===== src/rtl/hold_sched_pkg.sv =====
package hold_sched_pkg;
    localparam int NPAIR = 3;
    localparam int PW    = $clog2(NPAIR);
    typedef logic [PW-1:0] pair_t;
endpackage


===== src/rtl/hold_sampler.sv =====
module hold_sampler #(
    parameter int N = 3
) (
    input  logic         clk,
    input  logic         rst_n,
    input  logic [N-1:0] hold_n,
    output logic [N-1:0] fall
);
    logic [N-1:0] smp_q;
    logic [N-1:0] prev_d, prev_q;

    // hold lines are taken on the falling clock edge
    always_ff @(negedge clk or negedge rst_n) begin
        if (!rst_n) smp_q <= '1;
        else        smp_q <= hold_n;
    end

    always_comb begin
        prev_d = smp_q;
    end

    always_ff @(posedge clk or negedge rst_n) begin
        if (!rst_n) prev_q <= '1;
        else        prev_q <= prev_d;
    end

    assign fall = prev_q & ~smp_q;

    // a detected edge cannot repeat in the next cycle without a rise
    p_single_fall_r2: assert property (@(posedge clk) disable iff (!rst_n)
        (fall != '0) |=> ((fall & $past(fall)) == '0));
endmodule


===== src/rtl/pair_queue.sv =====
module pair_queue
    import hold_sched_pkg::*;
#(
    parameter int DEPTH = NPAIR
) (
    input  logic             clk,
    input  logic             rst_n,
    input  logic [NPAIR-1:0] fall,
    input  logic             pop,
    input  logic             rel,
    input  pair_t            rel_pair,
    output logic             head_vld,
    output pair_t            head
);
    localparam int CNTW = $clog2(DEPTH + 1);

    typedef struct packed {
        logic [DEPTH-1:0][PW-1:0] slot;
        logic [CNTW-1:0]          cnt;
        logic [NPAIR-1:0]         pend;
    } q_state_t;

    q_state_t st_d, st_q;
    logic [NPAIR-1:0] push;
    logic [NPAIR-1:0] rel_mask;
    logic [DEPTH-1:0][PW-1:0] tmp_slot;
    logic [CNTW-1:0] tmp_cnt;

    always_comb begin
        push     = fall & ~st_q.pend;
        rel_mask = rel ? (NPAIR'(1) << rel_pair) : '0;
        tmp_slot = st_q.slot;
        tmp_cnt  = st_q.cnt;
        // new arrivals join behind older entries, lowest index first
        for (int i = 0; i < NPAIR; i++) begin
            if (push[i] && tmp_cnt < CNTW'(DEPTH)) begin
                tmp_slot[tmp_cnt] = PW'(i);
                tmp_cnt           = tmp_cnt + 1'b1;
            end
        end
        head_vld = (tmp_cnt != '0);
        head     = tmp_slot[0];
        if (pop && head_vld) begin
            for (int k = 0; k < DEPTH - 1; k++) tmp_slot[k] = tmp_slot[k+1];
            tmp_slot[DEPTH-1] = '0;
            tmp_cnt           = tmp_cnt - 1'b1;
        end
        st_d.slot = tmp_slot;
        st_d.cnt  = tmp_cnt;
        st_d.pend = (st_q.pend | push) & ~rel_mask;
    end

    always_ff @(posedge clk or negedge rst_n) begin
        if (!rst_n) st_q <= '0;
        else        st_q <= st_d;
    end

    // list never exceeds its depth
    p_depth_r8: assert property (@(posedge clk) disable iff (!rst_n)
        st_q.cnt <= CNTW'(DEPTH));
    // every listed pair is still marked pending
    p_listed_pending_r8: assert property (@(posedge clk) disable iff (!rst_n)
        $countones(st_q.pend) >= int'(st_q.cnt));
    // a pop is only requested when something is available
    p_pop_valid_r5: assert property (@(posedge clk) disable iff (!rst_n)
        pop |-> head_vld);
endmodule


===== src/rtl/conv_timer.sv =====
module conv_timer
    import hold_sched_pkg::*;
#(
    parameter int DATA_W   = 12,
    parameter int CONV_CYC = 16,
    parameter int BUSY_CYC = 13
) (
    input  logic              clk,
    input  logic              rst_n,
    input  logic              head_vld,
    input  pair_t             head,
    input  logic [DATA_W-1:0] stub0,
    input  logic [DATA_W-1:0] stub1,
    output logic              pop,
    output logic              rel,
    output pair_t             rel_pair,
    output logic              busy_n,
    output logic              wr,
    output pair_t             wr_pair,
    output logic [DATA_W-1:0] d0,
    output logic [DATA_W-1:0] d1
);
    localparam int CW = $clog2(CONV_CYC);

    typedef struct packed {
        logic              active;
        logic [CW-1:0]     cnt;
        pair_t             pair;
        logic              busy_n;
        logic              wr;
        pair_t             wr_pair;
        logic [DATA_W-1:0] d0;
        logic [DATA_W-1:0] d1;
    } t_state_t;

    t_state_t st_d, st_q;
    logic can_start;
    logic latch;

    always_comb begin
        st_d      = st_q;
        st_d.wr   = 1'b0;
        can_start = !st_q.active || (st_q.cnt == CW'(CONV_CYC - 1));
        latch     = st_q.active && (st_q.cnt == CW'(BUSY_CYC - 1));
        pop       = can_start && head_vld;
        if (st_q.active) st_d.cnt = st_q.cnt + 1'b1;
        if (latch) begin
            st_d.wr      = 1'b1;
            st_d.wr_pair = st_q.pair;
            st_d.d0      = stub0;
            st_d.d1      = stub1;
        end
        if (can_start) begin
            st_d.active = head_vld;
            st_d.cnt    = '0;
            if (head_vld) st_d.pair = head;
        end
        st_d.busy_n = !(st_d.active && (st_d.cnt < CW'(BUSY_CYC)));
    end

    always_ff @(posedge clk or negedge rst_n) begin
        if (!rst_n) begin
            st_q        <= '0;
            st_q.busy_n <= 1'b1;
        end else begin
            st_q <= st_d;
        end
    end

    assign rel      = latch;
    assign rel_pair = st_q.pair;
    assign busy_n   = st_q.busy_n;
    assign wr       = st_q.wr;
    assign wr_pair  = st_q.wr_pair;
    assign d0       = st_q.d0;
    assign d1       = st_q.d1;

    // strobe lasts one cycle
    p_strobe_pulse_r4: assert property (@(posedge clk) disable iff (!rst_n)
        wr |=> !wr);
    // strobe coincides with busy back high
    p_strobe_busy_r4: assert property (@(posedge clk) disable iff (!rst_n)
        wr |-> busy_n);
    // busy stays high in the cycle after the strobe
    p_busy_after_r3: assert property (@(posedge clk) disable iff (!rst_n)
        wr |=> busy_n);
    // no new start during acquisition before the last slot
    p_acq_hold_r5: assert property (@(posedge clk) disable iff (!rst_n)
        (st_q.active && st_q.cnt >= CW'(BUSY_CYC) && st_q.cnt < CW'(CONV_CYC - 1))
        |=> busy_n);
endmodule


===== src/rtl/hold_sched.sv =====
module hold_sched
    import hold_sched_pkg::*;
#(
    parameter int DATA_W   = 12,
    parameter int CONV_CYC = 16,
    parameter int BUSY_CYC = 13
) (
    input  logic              clk,
    input  logic              rst_n,
    input  logic [2:0]        hold_n,
    input  logic [DATA_W-1:0] stub_data0,
    input  logic [DATA_W-1:0] stub_data1,
    output logic              busy_n,
    output logic              wr_stb,
    output logic [1:0]        wr_pair,
    output logic [DATA_W-1:0] wr_data0,
    output logic [DATA_W-1:0] wr_data1
);
    logic [NPAIR-1:0] fall;
    logic  head_vld, pop, rel;
    pair_t head, rel_pair, wr_pair_i;

    hold_sampler #(.N(NPAIR)) u_smp (
        .clk(clk), .rst_n(rst_n), .hold_n(hold_n), .fall(fall)
    );

    pair_queue #(.DEPTH(NPAIR)) u_q (
        .clk(clk), .rst_n(rst_n), .fall(fall), .pop(pop),
        .rel(rel), .rel_pair(rel_pair), .head_vld(head_vld), .head(head)
    );

    conv_timer #(.DATA_W(DATA_W), .CONV_CYC(CONV_CYC), .BUSY_CYC(BUSY_CYC)) u_tmr (
        .clk(clk), .rst_n(rst_n), .head_vld(head_vld), .head(head),
        .stub0(stub_data0), .stub1(stub_data1), .pop(pop), .rel(rel),
        .rel_pair(rel_pair), .busy_n(busy_n), .wr(wr_stb), .wr_pair(wr_pair_i),
        .d0(wr_data0), .d1(wr_data1)
    );

    assign wr_pair = wr_pair_i;

    // reported pair index is always a real pair
    p_pair_range_r4: assert property (@(posedge clk) disable iff (!rst_n)
        wr_stb |-> (wr_pair < 2'(NPAIR)));
endmodule


===== config.mk =====
export PLATFORM = sky130hd
export DESIGN_NAME = hold_sched
export DESIGN_NICKNAME = d
export VERILOG_FILES = /design/src/rtl/hold_sched_pkg.sv /design/src/rtl/hold_sampler.sv /design/src/rtl/pair_queue.sv /design/src/rtl/conv_timer.sv /design/src/rtl/hold_sched.sv
export SDC_FILE = /design/constraint.sdc
export NUM_CORES = 1
export LEC_CHECK = 0
export ABC_AREA = 1
export BUFFER_PORTS_ARGS = -buffer_cell sky130_fd_sc_hd__buf_4
export CAP_MARGIN = 20
export CELL_PAD_IN_SITES_DETAIL_PLACEMENT = 1
export CELL_PAD_IN_SITES_GLOBAL_PLACEMENT = 2
export CORE_ASPECT_RATIO = 0.7
export CORE_UTILIZATION = 34
export CTS_CLUSTER_DIAMETER = 100
export DETAILED_ROUTE_END_ITERATION = 7
export GPL_TIMING_DRIVEN = 0
export PLACE_DENSITY = 0.77
export SLEW_MARGIN = 25
export SYNTH_ARGS = -nofsm -noshare
export SYNTH_HDL_FRONTEND = slang
export SYNTH_SLANG_ARGS = --single-unit
export TNS_END_PERCENT = 100

===== constraint.sdc =====
create_clock -name clk -period 4.7 [get_ports clk]
set_input_delay 0 -clock clk [delete_from_list [all_inputs] [get_ports clk]]
set_output_delay 0 -clock clk [all_outputs]
set_load 0.02 [all_outputs]

Yosys cells after proc, flatten, opt, wreduce, memory -nomap -nowiden
Index checks and enable logic that the tools add are counted.

storage, ports and cells
  logic and storage cells = 82
  bits of input ports = 29
  bits in latches = 0
  memory bits (read-only) = 0
  RAM bits = 0
  output and inout port bits = 28
  register bits = 52
  memories kept = 0

operators by class
  muxes and demuxes = 19
  $add $sub $neg = 5
  shift operators = 1
  equality and inequality tests = 2
  reductions and logical operators = 15
  $mul = 0
  order comparisons = 10
  bitwise gates (word level) = 15
  div/mod/pow operators = 0

operators with widths
  operator                                                                      number
  27-bit two-way mux                                                            1
  6-bit two-way mux                                                             4
  2-bit two-way mux                                                             8
  3-bit AND                                                                     5
  3-bit NOT                                                                     5
  2-bit demux with 2-bit select                                                 3
  1-bit logical AND                                                             10
  2-bit by 3-bit less-than comparator with 1-bit output, second input constant  3
  3-bit bitwise OR                                                              3
  4-bit equality test, second input constant                                    2
  7-bit two-way mux                                                             1
  2-bit by 1-bit adder with 2-bit output, second input constant                 3
  6-bit AND                                                                     1
  2-bit by 1-bit >= comparator with 1-bit output, second input constant         3
  2-bit less-than comparator, second input constant                             3
  6-bit NOT                                                                     1
  4-bit by 1-bit adder with 4-bit output, second input constant                 1
  4-bit less-than comparator, second input constant                             1
  4-bit two-way mux                                                             1
  3-bit two-way mux                                                             1
  1-bit by 2-bit << shifter with 3-bit output, first input constant             1
  1-bit zero test                                                               2
  2-bit AND reduction                                                           1
  2-bit nonzero test                                                            1
  other kinds (2)                                                               2

Depth between registers and ports, before layout
Gate-level depths: netlist of run 1.

  depth in word-level cells = 20
  gate-level depth with buffers = 23
  mapped depth without buffers = 23

Hierarchy
From an unflattened synthesis of run 1, not the netlist that was laid out.

unflattened totals
  cells, all modules = 260
  area, all modules = 2,792.7 um^2

modules (own cells, without submodules)
  module        area an instance (um^2)  cells each  times used  sequential area each (um^2)
  conv_timer    1,675.4                  127         1           877.1
  pair_queue    925.9                    120         1           275.3
  hold_sampler  191.4                    13          1           157.7

==> impl_metrics.prom, run 1 <==
# TYPE chip_impl_metric gauge
chip_impl_metric{name="cp_max_fo",unit=""} 7
chip_impl_metric{name="fin_ws",unit="ps"} -500
chip_impl_metric{name="power.share.switching",unit="%"} 38.8
chip_impl_metric{name="pin_slew_with_the_least_headroom_to_its_limit",unit="ps"} 660
chip_impl_info{name="critPathSlowestCell",value="sky130_fd_sc_hd__dfstp_2"} 1
chip_impl_info{name="cts_tree",value="done"} 1
chip_impl_metric{name="share_seq_of_total_power",unit="%"} 29.1
chip_impl_metric{name="cts.clk_slew.worst_paths",unit="ps"} 90
chip_impl_info{name="run_status",value="finished, violations left"} 1
chip_impl_metric{name="endpoints_failing_hold",unit=""} 0
chip_impl_info{name="clock-root-buffer",value="sky130_fd_sc_hd__clkbuf_8"} 1
chip_impl_metric{name="floorplan.die.width",unit="um"} 108
chip_impl_metric{name="final_antenna_net_count",unit=""} 0
chip_impl_info{name="critical_path.reg2reg.endpoint",value="u_q.st_q[8]"} 1
chip_impl_metric{name="hpwl",unit="um"} 4570
chip_impl_info{name="setup.worst_path.class",value="reg2reg"} 1
chip_impl_metric{name="r2r_slack",unit="ps"} -500
chip_impl_metric{name="synth_cell_type_count",unit=""} 24
chip_impl_metric{name="count_of_routing_violations_after_the_opening_detailed_route_iteration",unit=""} 56
chip_impl_metric{name="power.clock.fraction",unit="%"} 13.0
chip_impl_info{name="worstPathCellList",value="nor2_4 > nand2_4 > nand2_4 > nand2_4 > inv_4 > ha_4 > nor2_4 > nand3_4 > nand3_4 > nand2_4 > buf_4 > ha_1 > nand2_4 > nand2_4 > ha_4 > nor2_8 > buf_6 > nand2_1 > nand2_1"} 1
chip_impl_metric{name="core_footprint",unit="sq mm"} 0.00745
chip_impl_metric{name="grt_antenna_before_repair",unit=""} 0
chip_impl_metric{name="reg2regPathDepth",unit=""} 19
chip_impl_metric{name="first_pass_grt_wire_length",unit="um"} 11800
chip_impl_metric{name="routed_wirelength",unit="um"} 7350
chip_impl_metric{name="postLayoutCoreUtil",unit="%"} 54.9
chip_impl_info{name="crit_path_start_kind",value="flop"} 1
chip_impl_metric{name="report.final.setup_viol",unit=""} 12
chip_impl_metric{name="critical_path_buf_inv_count",unit=""} 3
chip_impl_metric{name="aggregate_negative_setup_slack",unit="ps"} -5650
chip_impl_metric{name="synthesis.area_per_instance",unit="sq um"} 10.7
chip_impl_info{name="critical-path-top-delay-family",value="simple AND/OR/NAND/NOR gates"} 1
chip_impl_metric{name="avgViaCountPerCell",unit=""} 4.49
chip_impl_metric{name="mappedNetlistNets",unit=""} 294
chip_impl_metric{name="die_h",unit="um"} 76.3
chip_impl_metric{name="detailroute.via_count",unit=""} 2100
chip_impl_metric{name="cts_inserted_buffers",unit=""} 5
chip_impl_metric{name="drtPass1Iterations",unit=""} 4
chip_impl_info{name="cpMostUsedCell",value="sky130_fd_sc_hd__nand2_4"} 1
chip_impl_metric{name="ys_warn_count",unit=""} 0
chip_impl_info{name="rsz0062_at_grt",value="yes"} 1
chip_impl_metric{name="grt_start_max_net_pins",unit=""} 53
chip_impl_info{name="ys_top_cells_by_count",value="sky130_fd_sc_hd__dfrtp_1 (45), sky130_fd_sc_hd__nand2_1 (43), sky130_fd_sc_hd__buf_4 (26), sky130_fd_sc_hd__inv_1 (21), sky130_fd_sc_hd__nand3_1 (21)"} 1
chip_impl_metric{name="htree_num_levels",unit=""} 2
chip_impl_metric{name="rows",unit=""} 26
chip_impl_metric{name="power_density",unit="mW/mm^2"} 633
chip_impl_metric{name="routedWlPerCell",unit="um"} 15.7
chip_impl_metric{name="design_area",unit="sq mm"} 0.00409
chip_impl_metric{name="fin_hold_ws",unit="ps"} 262
chip_impl_metric{name="final.setup_skew",unit="ps"} 62.1
chip_impl_info{name="synth_area_leaders",value="sky130_fd_sc_hd__dfrtp_1 (42%), sky130_fd_sc_hd__mux2_4 (9.0%), sky130_fd_sc_hd__buf_4 (7.3%)"} 1
chip_impl_metric{name="die_area",unit="sq mm"} 0.00825
chip_impl_metric{name="track_usage",unit="%"} 19.1
chip_impl_metric{name="syn_area",unit="sq mm"} 0.00268
chip_impl_info{name="globalRoute.busiestLayer",value="met2"} 1
chip_impl_metric{name="area.growth.synth_to_final",unit="%"} 52.6
chip_impl_metric{name="nNetsFinal",unit=""} 413
chip_impl_metric{name="placed_area",unit="sq mm"} 0.00331
chip_impl_metric{name="drt_drc_violations_left",unit=""} 0
chip_impl_metric{name="cts.path.max_buffers",unit=""} 2
chip_impl_info{name="synth.most_common_cell",value="sky130_fd_sc_hd__dfrtp_1"} 1
chip_impl_metric{name="grt_util_met3",unit="%"} 4.36
chip_impl_metric{name="cpPeakStageDelay",unit="ps"} 550
chip_impl_metric{name="net-switching-power",unit="mW"} 1.00
chip_impl_metric{name="grt_pass1_vias",unit=""} 2261
chip_impl_info{name="setup.worst_path.end_class",value="flop"} 1
chip_impl_metric{name="clock_sink_count",unit=""} 52
chip_impl_metric{name="synth_edf_count",unit=""} 0
chip_impl_metric{name="numPlacedInstances",unit=""} 404
chip_impl_metric{name="boundaryPins",unit=""} 57
chip_impl_metric{name="grtUsageMet1",unit="%"} 25.9
chip_impl_metric{name="layout-drive-gt1-share",unit="%"} 53.5
chip_impl_metric{name="ys_seq_area_share",unit="%"} 48.8
chip_impl_metric{name="proportion_of_power_drawn_by_combinational_gates",unit="%"} 57.9
chip_impl_metric{name="max-vdd-ir-drop",unit="mV"} 0.378
chip_impl_metric{name="antenna_cell_count",unit=""} 0
chip_impl_info{name="violations",value="negative setup slack"} 1
chip_impl_metric{name="arrival",unit="ps"} 5460
chip_impl_metric{name="clock_insertion_delay_worst_skew",unit="ps"} 370
chip_impl_metric{name="cap_viol_max_count",unit=""} 0
chip_impl_info{name="worstReg2RegStart",value="u_smp.prev_d[0]"} 1
chip_impl_metric{name="synth_top_area_share",unit="%"} 42.0
chip_impl_metric{name="overflow",unit=""} 0
chip_impl_metric{name="synth-seq-cells",unit=""} 52
chip_impl_metric{name="groute.layer.met2.usage",unit="%"} 30.0
chip_impl_metric{name="instances_no_fill",unit=""} 468
chip_impl_metric{name="worst_endpoint_required_time",unit="ps"} 4960
chip_impl_metric{name="share_of_async_settable_or_async_resettable_flops_after_synthesis",unit="%"} 100
chip_impl_info{name="synth_flop_cell",value="sky130_fd_sc_hd__dfrtp_1"} 1
chip_impl_metric{name="initial_utilization",unit="%"} 36.0
chip_impl_info{name="cell_type_contributing_the_most_total_cell_area_after_synthesis",value="sky130_fd_sc_hd__dfrtp_1"} 1
chip_impl_metric{name="place.port_buffers",unit=""} 56
chip_impl_info{name="holdCritPathClass",value="in2async"} 1
chip_impl_metric{name="internal_power",unit="mW"} 1.59
chip_impl_metric{name="gpl_wtd_cong",unit=""} 0.755
chip_impl_metric{name="synthCells",unit=""} 250
chip_impl_metric{name="maxSlewViolCount",unit=""} 0
chip_impl_metric{name="max_slew_margin",unit="%"} 56.0
chip_impl_metric{name="leakage",unit="nW"} 2.06
==> kinds of logic after synthesis <==
| logic type | after synthesis | synth area share (%) |
|---|---|---|
| mux | 24 | 12.3 |
| fa+ha+maj | 15 | 7.00 |
| flops | 52 | 48.8 |
| simple gates | 88 | 15.9 |
| compound gates | 20 | 4.15 |
| buf+inv | 51 | 11.8 |
==> worst max-delay path by stage <==
stage / slack, ps / start / endpoint / depth (start not counted)
floorplan: -500 / u_smp.prev_d[0] / u_tmr.rel_pair[0] / 22
global placement: -1000 / u_smp.prev_d[0] / u_q.st_q[4] / 20
detailed placement: -1030 / u_smp.prev_d[0] / u_q.st_q[8] / 20
CTS: -550 / u_smp.prev_d[0] / u_tmr.rel_pair[1] / 22
global route: -660 / u_smp.prev_d[0] / u_tmr.rel_pair[1] / 20
finish: -500 / u_smp.prev_d[0] / u_q.st_q[8] / 19
==> metal layers <==
layer | routed length, um | part of all wire, %
met2 | 3660 | 50
met4 | 80 | 1.1
met1 | 3380 | 46
met3 | 236 | 3.2
met5 | 0 | 0
==> stage by stage <==
stage,setup slack (ps),power (mW)
final,-500,2.59
after global routing,-663,2.78
after CTS,-549,2.53
after detailed placement,-1030,2.01
after global placement,-1000,1.97
after floorplan,-497,1.64
==> worst register-to-register path, cell delays in order (launching register included) <==
cell and delay, ps:
sky130_fd_sc_hd__dfstp_2 550, sky130_fd_sc_hd__nor2_4 60, sky130_fd_sc_hd__nand2_4 100, sky130_fd_sc_hd__nand2_4 60, sky130_fd_sc_hd__nand2_4 70, sky130_fd_sc_hd__inv_4 40, sky130_fd_sc_hd__ha_4 150, sky130_fd_sc_hd__nor2_4 120
sky130_fd_sc_hd__nand3_4 130, sky130_fd_sc_hd__nand3_4 150, sky130_fd_sc_hd__nand2_4 70, sky130_fd_sc_hd__buf_4 140, sky130_fd_sc_hd__ha_1 320, sky130_fd_sc_hd__nand2_4 100, sky130_fd_sc_hd__nand2_4 50, sky130_fd_sc_hd__ha_4 180
sky130_fd_sc_hd__nor2_8 180, sky130_fd_sc_hd__buf_6 150, sky130_fd_sc_hd__nand2_1 50, sky130_fd_sc_hd__nand2_1 50
==> power groups by stage <==
stage / Clock [mW] / Combinational, mW / Sequential (mW)
2_1_floorplan: 0.00531 / 0.901 / 0.734
3_3_place_gp: 0.00531 / 1.21 / 0.750
3_5_place_dp: 0.00531 / 1.24 / 0.760
4_1_cts: 0.353 / 1.42 / 0.754
5_1_grt: 0.372 / 1.63 / 0.780
6_report: 0.337 / 1.50 / 0.755
==> registers in the layout, indices dropped and copies added (netlist names) <==
| name | count |
|---|---|
| u_tmr.d0 | 12 |
| u_tmr.d1 | 12 |
| u_q.st_q | 11 |
| u_tmr.st_q | 5 |
| u_smp.prev_d | 3 |
| u_smp.prev_q | 3 |
| u_tmr.rel_pair | 2 |
| u_tmr.wr_pair | 2 |
| u_tmr.busy_n | 1 |
| u_tmr.wr | 1 |
==> placed cells by master, fill, tap and decap left out, drive strengths merged, types with 10 or more instances in the layout <==
cell,netlist,final
buf,28,112
dfrtp,45,45
dlygate4sd3,0,25
ha,15,15
inv,23,26
mux2,24,24
nand2,48,48
nand3,21,21
nor2,16,16
o21ai,10,10
==> final cells by class <==
class / instances / area, sq um
Multi-Input combinational cell: 147 / 1310
Timing Repair inverter: 1 / 6.26
Clock buffer: 7 / 86.3
Inverter: 22 / 92.6
Sequential cell: 52 / 1310
Timing Repair Buffer: 109 / 892
Buffer: 28 / 230
Clock inverter: 4 / 41.3
Fill cell: 833 / 3360
Tap cell: 98 / 123
==> repair_timing <==
item                                    4_1_cts  5_1_grt
pin swaps                                    21        8
hold buffers                                 25        0
buffers inserted                             22        7
gates cloned                                  1        0
resized for setup                            32       14
endpoints found under the setup margin       12       12
endpoints found under the hold margin        69        0
(Power assumes the default switching activity.)
==> run 2, diff against run 1 <==
--- a/config.mk
+++ b/config.mk
@@ -5,17 +5,17 @@
 export SDC_FILE = /design/constraint.sdc
 export NUM_CORES = 1
 export LEC_CHECK = 0
-export ABC_AREA = 1
+export ABC_AREA = 0
 export BUFFER_PORTS_ARGS = -buffer_cell sky130_fd_sc_hd__buf_4
 export CAP_MARGIN = 20
 export CELL_PAD_IN_SITES_DETAIL_PLACEMENT = 1
 export CELL_PAD_IN_SITES_GLOBAL_PLACEMENT = 2
-export CORE_ASPECT_RATIO = 0.7
-export CORE_UTILIZATION = 34
+export CORE_ASPECT_RATIO = 0.9
+export CORE_UTILIZATION = 33
 export CTS_CLUSTER_DIAMETER = 100
 export DETAILED_ROUTE_END_ITERATION = 7
 export GPL_TIMING_DRIVEN = 0
-export PLACE_DENSITY = 0.77
+export PLACE_DENSITY = 0.78
 export SLEW_MARGIN = 25
 export SYNTH_ARGS = -nofsm -noshare
 export SYNTH_HDL_FRONTEND = slang
==> run 2 against run 1 <==
  * The run still ends with negative setup slack left
  * Sequential power barely moved
  * Routed wire length fell by 13%
  * Via count fell by 2.2%
  * Worst setup slack got worse by 860 ps
  * Final area fell by 9.5%
  * Combinational power fell by 17%
  * Power fell by 12%
  * Largest cell class is now registers
==> impl_metrics.prom, run 2 <==
# TYPE chip_impl_metric gauge
chip_impl_metric{name="leakage",unit="nW"} 1.88
chip_impl_info{name="synth_area_leaders",value="sky130_fd_sc_hd__dfrtp_1 (44%), sky130_fd_sc_hd__nand2_1 (12%), sky130_fd_sc_hd__buf_4 (7.7%)"} 1
chip_impl_metric{name="detailroute.via_count",unit=""} 2054
chip_impl_metric{name="routed_wirelength",unit="um"} 6380
chip_impl_metric{name="cp_max_fo",unit=""} 5
chip_impl_metric{name="cts.path.max_buffers",unit=""} 2
chip_impl_info{name="synth_flop_cell",value="sky130_fd_sc_hd__dfrtp_1"} 1
chip_impl_metric{name="gpl_wtd_cong",unit=""} 0.707
chip_impl_metric{name="synthesis.area_per_instance",unit="sq um"} 9.88
chip_impl_metric{name="design_area",unit="sq mm"} 0.00370
chip_impl_metric{name="clock_insertion_delay_worst_skew",unit="ps"} 370
chip_impl_metric{name="proportion_of_power_drawn_by_combinational_gates",unit="%"} 55.0
chip_impl_info{name="rsz0062_at_grt",value="yes"} 1
chip_impl_metric{name="grt_start_max_net_pins",unit=""} 53
chip_impl_metric{name="pre_cts_ws",unit="ps"} -1990
chip_impl_metric{name="max_slew_margin",unit="%"} 49.4
chip_impl_metric{name="max-vdd-ir-drop",unit="mV"} 0.239
chip_impl_metric{name="cap_viol_max_count",unit=""} 0
chip_impl_info{name="setup.worst_path.class",value="reg2reg"} 1
chip_impl_metric{name="reg2regPathDepth",unit=""} 16
chip_impl_metric{name="final_antenna_net_count",unit=""} 0
chip_impl_metric{name="cts.clk_slew.worst_paths",unit="ps"} 90
chip_impl_metric{name="area.growth.synth_to_final",unit="%"} 45.8
chip_impl_info{name="setup.worst_path.end_class",value="flop"} 1
chip_impl_metric{name="mappedNetlistNets",unit=""} 301
chip_impl_metric{name="core_footprint",unit="sq mm"} 0.00726
chip_impl_metric{name="track_usage",unit="%"} 16.7
chip_impl_metric{name="antenna_cell_count",unit=""} 0
chip_impl_metric{name="total_power",unit="mW"} 2.27
chip_impl_metric{name="ys_seq_area_share",unit="%"} 51.6
chip_impl_metric{name="floorplan.die.width",unit="um"} 94.5
chip_impl_info{name="violations",value="negative setup slack"} 1
chip_impl_metric{name="final.setup_skew",unit="ps"} 77.3
chip_impl_info{name="layout.cells.most_common_list",value="sky130_fd_sc_hd__buf_4 (98), sky130_fd_sc_hd__nand2_1 (80), sky130_fd_sc_hd__dfrtp_1 (45), sky130_fd_sc_hd__dlygate4sd3_1 (25), sky130_fd_sc_hd__inv_1 (14)"} 1
chip_impl_metric{name="clock_sink_count",unit=""} 52
chip_impl_metric{name="maxSlewViolCount",unit=""} 0
chip_impl_metric{name="drtPass1Iterations",unit=""} 4
chip_impl_metric{name="synth_top_area_share",unit="%"} 44.4
chip_impl_metric{name="overflow",unit=""} 0
chip_impl_metric{name="rows",unit=""} 29
chip_impl_metric{name="worst_endpoint_required_time",unit="ps"} 4930
chip_impl_metric{name="net-switching-power",unit="mW"} 0.900
chip_impl_metric{name="synth_cell_type_count",unit=""} 31
chip_impl_metric{name="power.clock.fraction",unit="%"} 11.8
chip_impl_info{name="final_common_cell",value="sky130_fd_sc_hd__buf_4"} 1
chip_impl_metric{name="count_of_routing_violations_after_the_opening_detailed_route_iteration",unit=""} 36
chip_impl_metric{name="initial_utilization",unit="%"} 35.0
chip_impl_metric{name="placed_area",unit="sq mm"} 0.00315
chip_impl_metric{name="avgViaCountPerCell",unit=""} 4.47
chip_impl_metric{name="synth_edf_count",unit=""} 0
chip_impl_metric{name="cts_inserted_buffers",unit=""} 5
chip_impl_metric{name="boundaryPins",unit=""} 57
chip_impl_metric{name="place.port_buffers",unit=""} 56
chip_impl_info{name="crit_path_start_kind",value="flop"} 1
chip_impl_info{name="cell_type_contributing_the_most_total_cell_area_after_synthesis",value="sky130_fd_sc_hd__dfrtp_1"} 1
chip_impl_metric{name="syn_area",unit="sq mm"} 0.00254
chip_impl_metric{name="first_pass_grt_wire_length",unit="um"} 10400
chip_impl_metric{name="pin_slew_with_the_least_headroom_to_its_limit",unit="ps"} 748
chip_impl_metric{name="arrival",unit="ps"} 6290
chip_impl_metric{name="power_density",unit="mW/mm^2"} 612
chip_impl_metric{name="share_of_async_settable_or_async_resettable_flops_after_synthesis",unit="%"} 100
chip_impl_info{name="ys_top_cells_by_count",value="sky130_fd_sc_hd__nand2_1 (80), sky130_fd_sc_hd__dfrtp_1 (45), sky130_fd_sc_hd__buf_4 (26), sky130_fd_sc_hd__ha_1 (15), sky130_fd_sc_hd__inv_1 (14)"} 1
chip_impl_metric{name="htree_num_levels",unit=""} 2
chip_impl_metric{name="routedWlPerCell",unit="um"} 13.9
chip_impl_metric{name="nNetsFinal",unit=""} 410
chip_impl_info{name="clock-root-buffer",value="sky130_fd_sc_hd__clkbuf_8"} 1
chip_impl_info{name="synth.most_common_cell",value="sky130_fd_sc_hd__nand2_1"} 1
chip_impl_metric{name="drt_drc_violations_left",unit=""} 0
chip_impl_metric{name="grt_pass1_vias",unit=""} 2132
chip_impl_info{name="run_status",value="finished, violations left"} 1
chip_impl_metric{name="report.final.setup_viol",unit=""} 12
chip_impl_info{name="holdCritPathClass",value="in2async"} 1
chip_impl_metric{name="die_h",unit="um"} 85.2
chip_impl_metric{name="endpoints_failing_hold",unit=""} 0
chip_impl_metric{name="layout-drive-gt1-share",unit="%"} 37.6
chip_impl_metric{name="grt_antenna_before_repair",unit=""} 0
chip_impl_metric{name="power.share.switching",unit="%"} 39.7
chip_impl_metric{name="share_seq_of_total_power",unit="%"} 33.2
chip_impl_metric{name="die_area",unit="sq mm"} 0.00805
chip_impl_metric{name="synthCells",unit=""} 257
chip_impl_metric{name="fin_ws",unit="ps"} -1360
chip_impl_info{name="cts_tree",value="done"} 1
chip_impl_metric{name="synth-seq-cells",unit=""} 52
chip_impl_metric{name="internal_power",unit="mW"} 1.37
chip_impl_metric{name="ys_warn_count",unit=""} 0
chip_impl_metric{name="hpwl",unit="um"} 4200
[run 2: cell types whose count changed after synthesis, moves of 5 or more]
| cell | before | now |
|---|---|---|
| sky130_fd_sc_hd__inv_1 | 21 | 14 |
| sky130_fd_sc_hd__mux2_4 | 16 | 0 |
| sky130_fd_sc_hd__mux2_2 | 8 | 1 |
| sky130_fd_sc_hd__mux2i_1 | 0 | 6 |
| sky130_fd_sc_hd__nand2_2 | 5 | 0 |
| sky130_fd_sc_hd__a21boi_0 | 0 | 6 |
| sky130_fd_sc_hd__nand3_1 | 21 | 1 |
| sky130_fd_sc_hd__clkbuf_1 | 0 | 5 |
| sky130_fd_sc_hd__nand2_1 | 43 | 80 |
[run 2: final timing paths]
path	slack, ps	to	start
min in group clk	410	u_tmr.d0[6]	stub_data0[6]
hold / removal	270	u_tmr.d1[8]	rst_n
hold reg to reg	450	u_q.st_q[1]	u_tmr.rel_pair[0]
setup reg to reg	-1360	u_q.st_q[8]	u_smp.prev_d[0]
max in group asynchronous	1680	u_smp.prev_d[1]	rst_n
setup / recovery	-1360	u_q.st_q[8]	u_smp.prev_d[0]
[run 2: routing by layer]
layer / global-route usage (%) / vias up / wire, um
li1: - / 1009 / -
met1: 21.5 / 1011 / 2970
met2: 29.0 / 29 / 3190
met3: 3.05 / 5 / 168
met4: 4.13 / 0 / 49
met5: 0 / - / 0
[run 2: layout make-up]
| cell class | count | area, sq um |
|---|---|---|
| Fill cell | 858 | 3550 |
| Sequential cell | 52 | 1310 |
| Multi-Input combinational cell | 157 | 1060 |
| Timing Repair Buffer | 101 | 845 |
| Buffer | 32 | 225 |
| Tap cell | 93 | 116 |
| Clock buffer | 5 | 68.8 |
| Inverter | 14 | 52.6 |
| Clock inverter | 6 | 28.8 |
[run 2: logic make-up (layout without fill, tap and decap cells)]
family                     after synthesis  in the layout  share of synthesized area, %
and+or+nand+nor                         99             99                          17.5
DFF                                     52             52                          51.6
buffers and inverters                   48            158                          11.0
AOI/OAI and AO/OA                       30             30                          7.59
adders and majority gates               15             15                          7.39
muxes                                    7              7                          2.81
xor gates and xnor gates                 6              6                          2.07
[run 2: worst max-delay path, cell delays in order, from the launching register on]
cell,delay [ps]
sky130_fd_sc_hd__dfstp_2,380
sky130_fd_sc_hd__nor4b_4,230
sky130_fd_sc_hd__buf_6,150
sky130_fd_sc_hd__mux2_4,320
sky130_fd_sc_hd__ha_4,170
sky130_fd_sc_hd__nor4b_4,220
sky130_fd_sc_hd__buf_6,170
sky130_fd_sc_hd__xor2_4,160
sky130_fd_sc_hd__inv_2,70
sky130_fd_sc_hd__ha_4,160
sky130_fd_sc_hd__or4b_4,590
sky130_fd_sc_hd__nor2_4,150
sky130_fd_sc_hd__a21oi_2,40
sky130_fd_sc_hd__ha_2,220
sky130_fd_sc_hd__a21oi_4,170
sky130_fd_sc_hd__buf_6,170
sky130_fd_sc_hd__mux2i_1,180
[run 2: power groups by stage]
stage                     sequential [mW]  clock [mW]  combinational [mW]
after floorplan                     0.734     0.00531               0.766
after global placement              0.751     0.00531                1.07
after detailed placement            0.761     0.00531                1.10
after CTS                           0.753       0.281                1.21
after global routing                0.776       0.299                1.36
final                               0.752       0.268                1.25
[run 2: through the flow]
step / instances / hold WS, ps / util, % / TNS (ps)
after detailed placement: 406 / 90.4 / 43.4 / -22980
after CTS: 455 / 296 / 50.3 / -15270
final: 460 / 274 / 51.0 / -15740
after global placement: 406 / 89.5 / 43.4 / -22830
after floorplan: 257 / -296 / - / -16950
after global routing: 460 / 317 / 51.0 / -17280
[run 2: what timing repair did]
| action | in CTS | in global routing |
|---|---|---|
| setup endpoints to repair | 12 | 12 |
| pin swaps | 3 | 9 |
| endpoints found under the hold margin | 69 | 0 |
| gates resized for setup | 9 | 3 |
| cloned | 1 | 0 |
| buffers inserted | 14 | 5 |
| hold buffers | 25 | 0 |
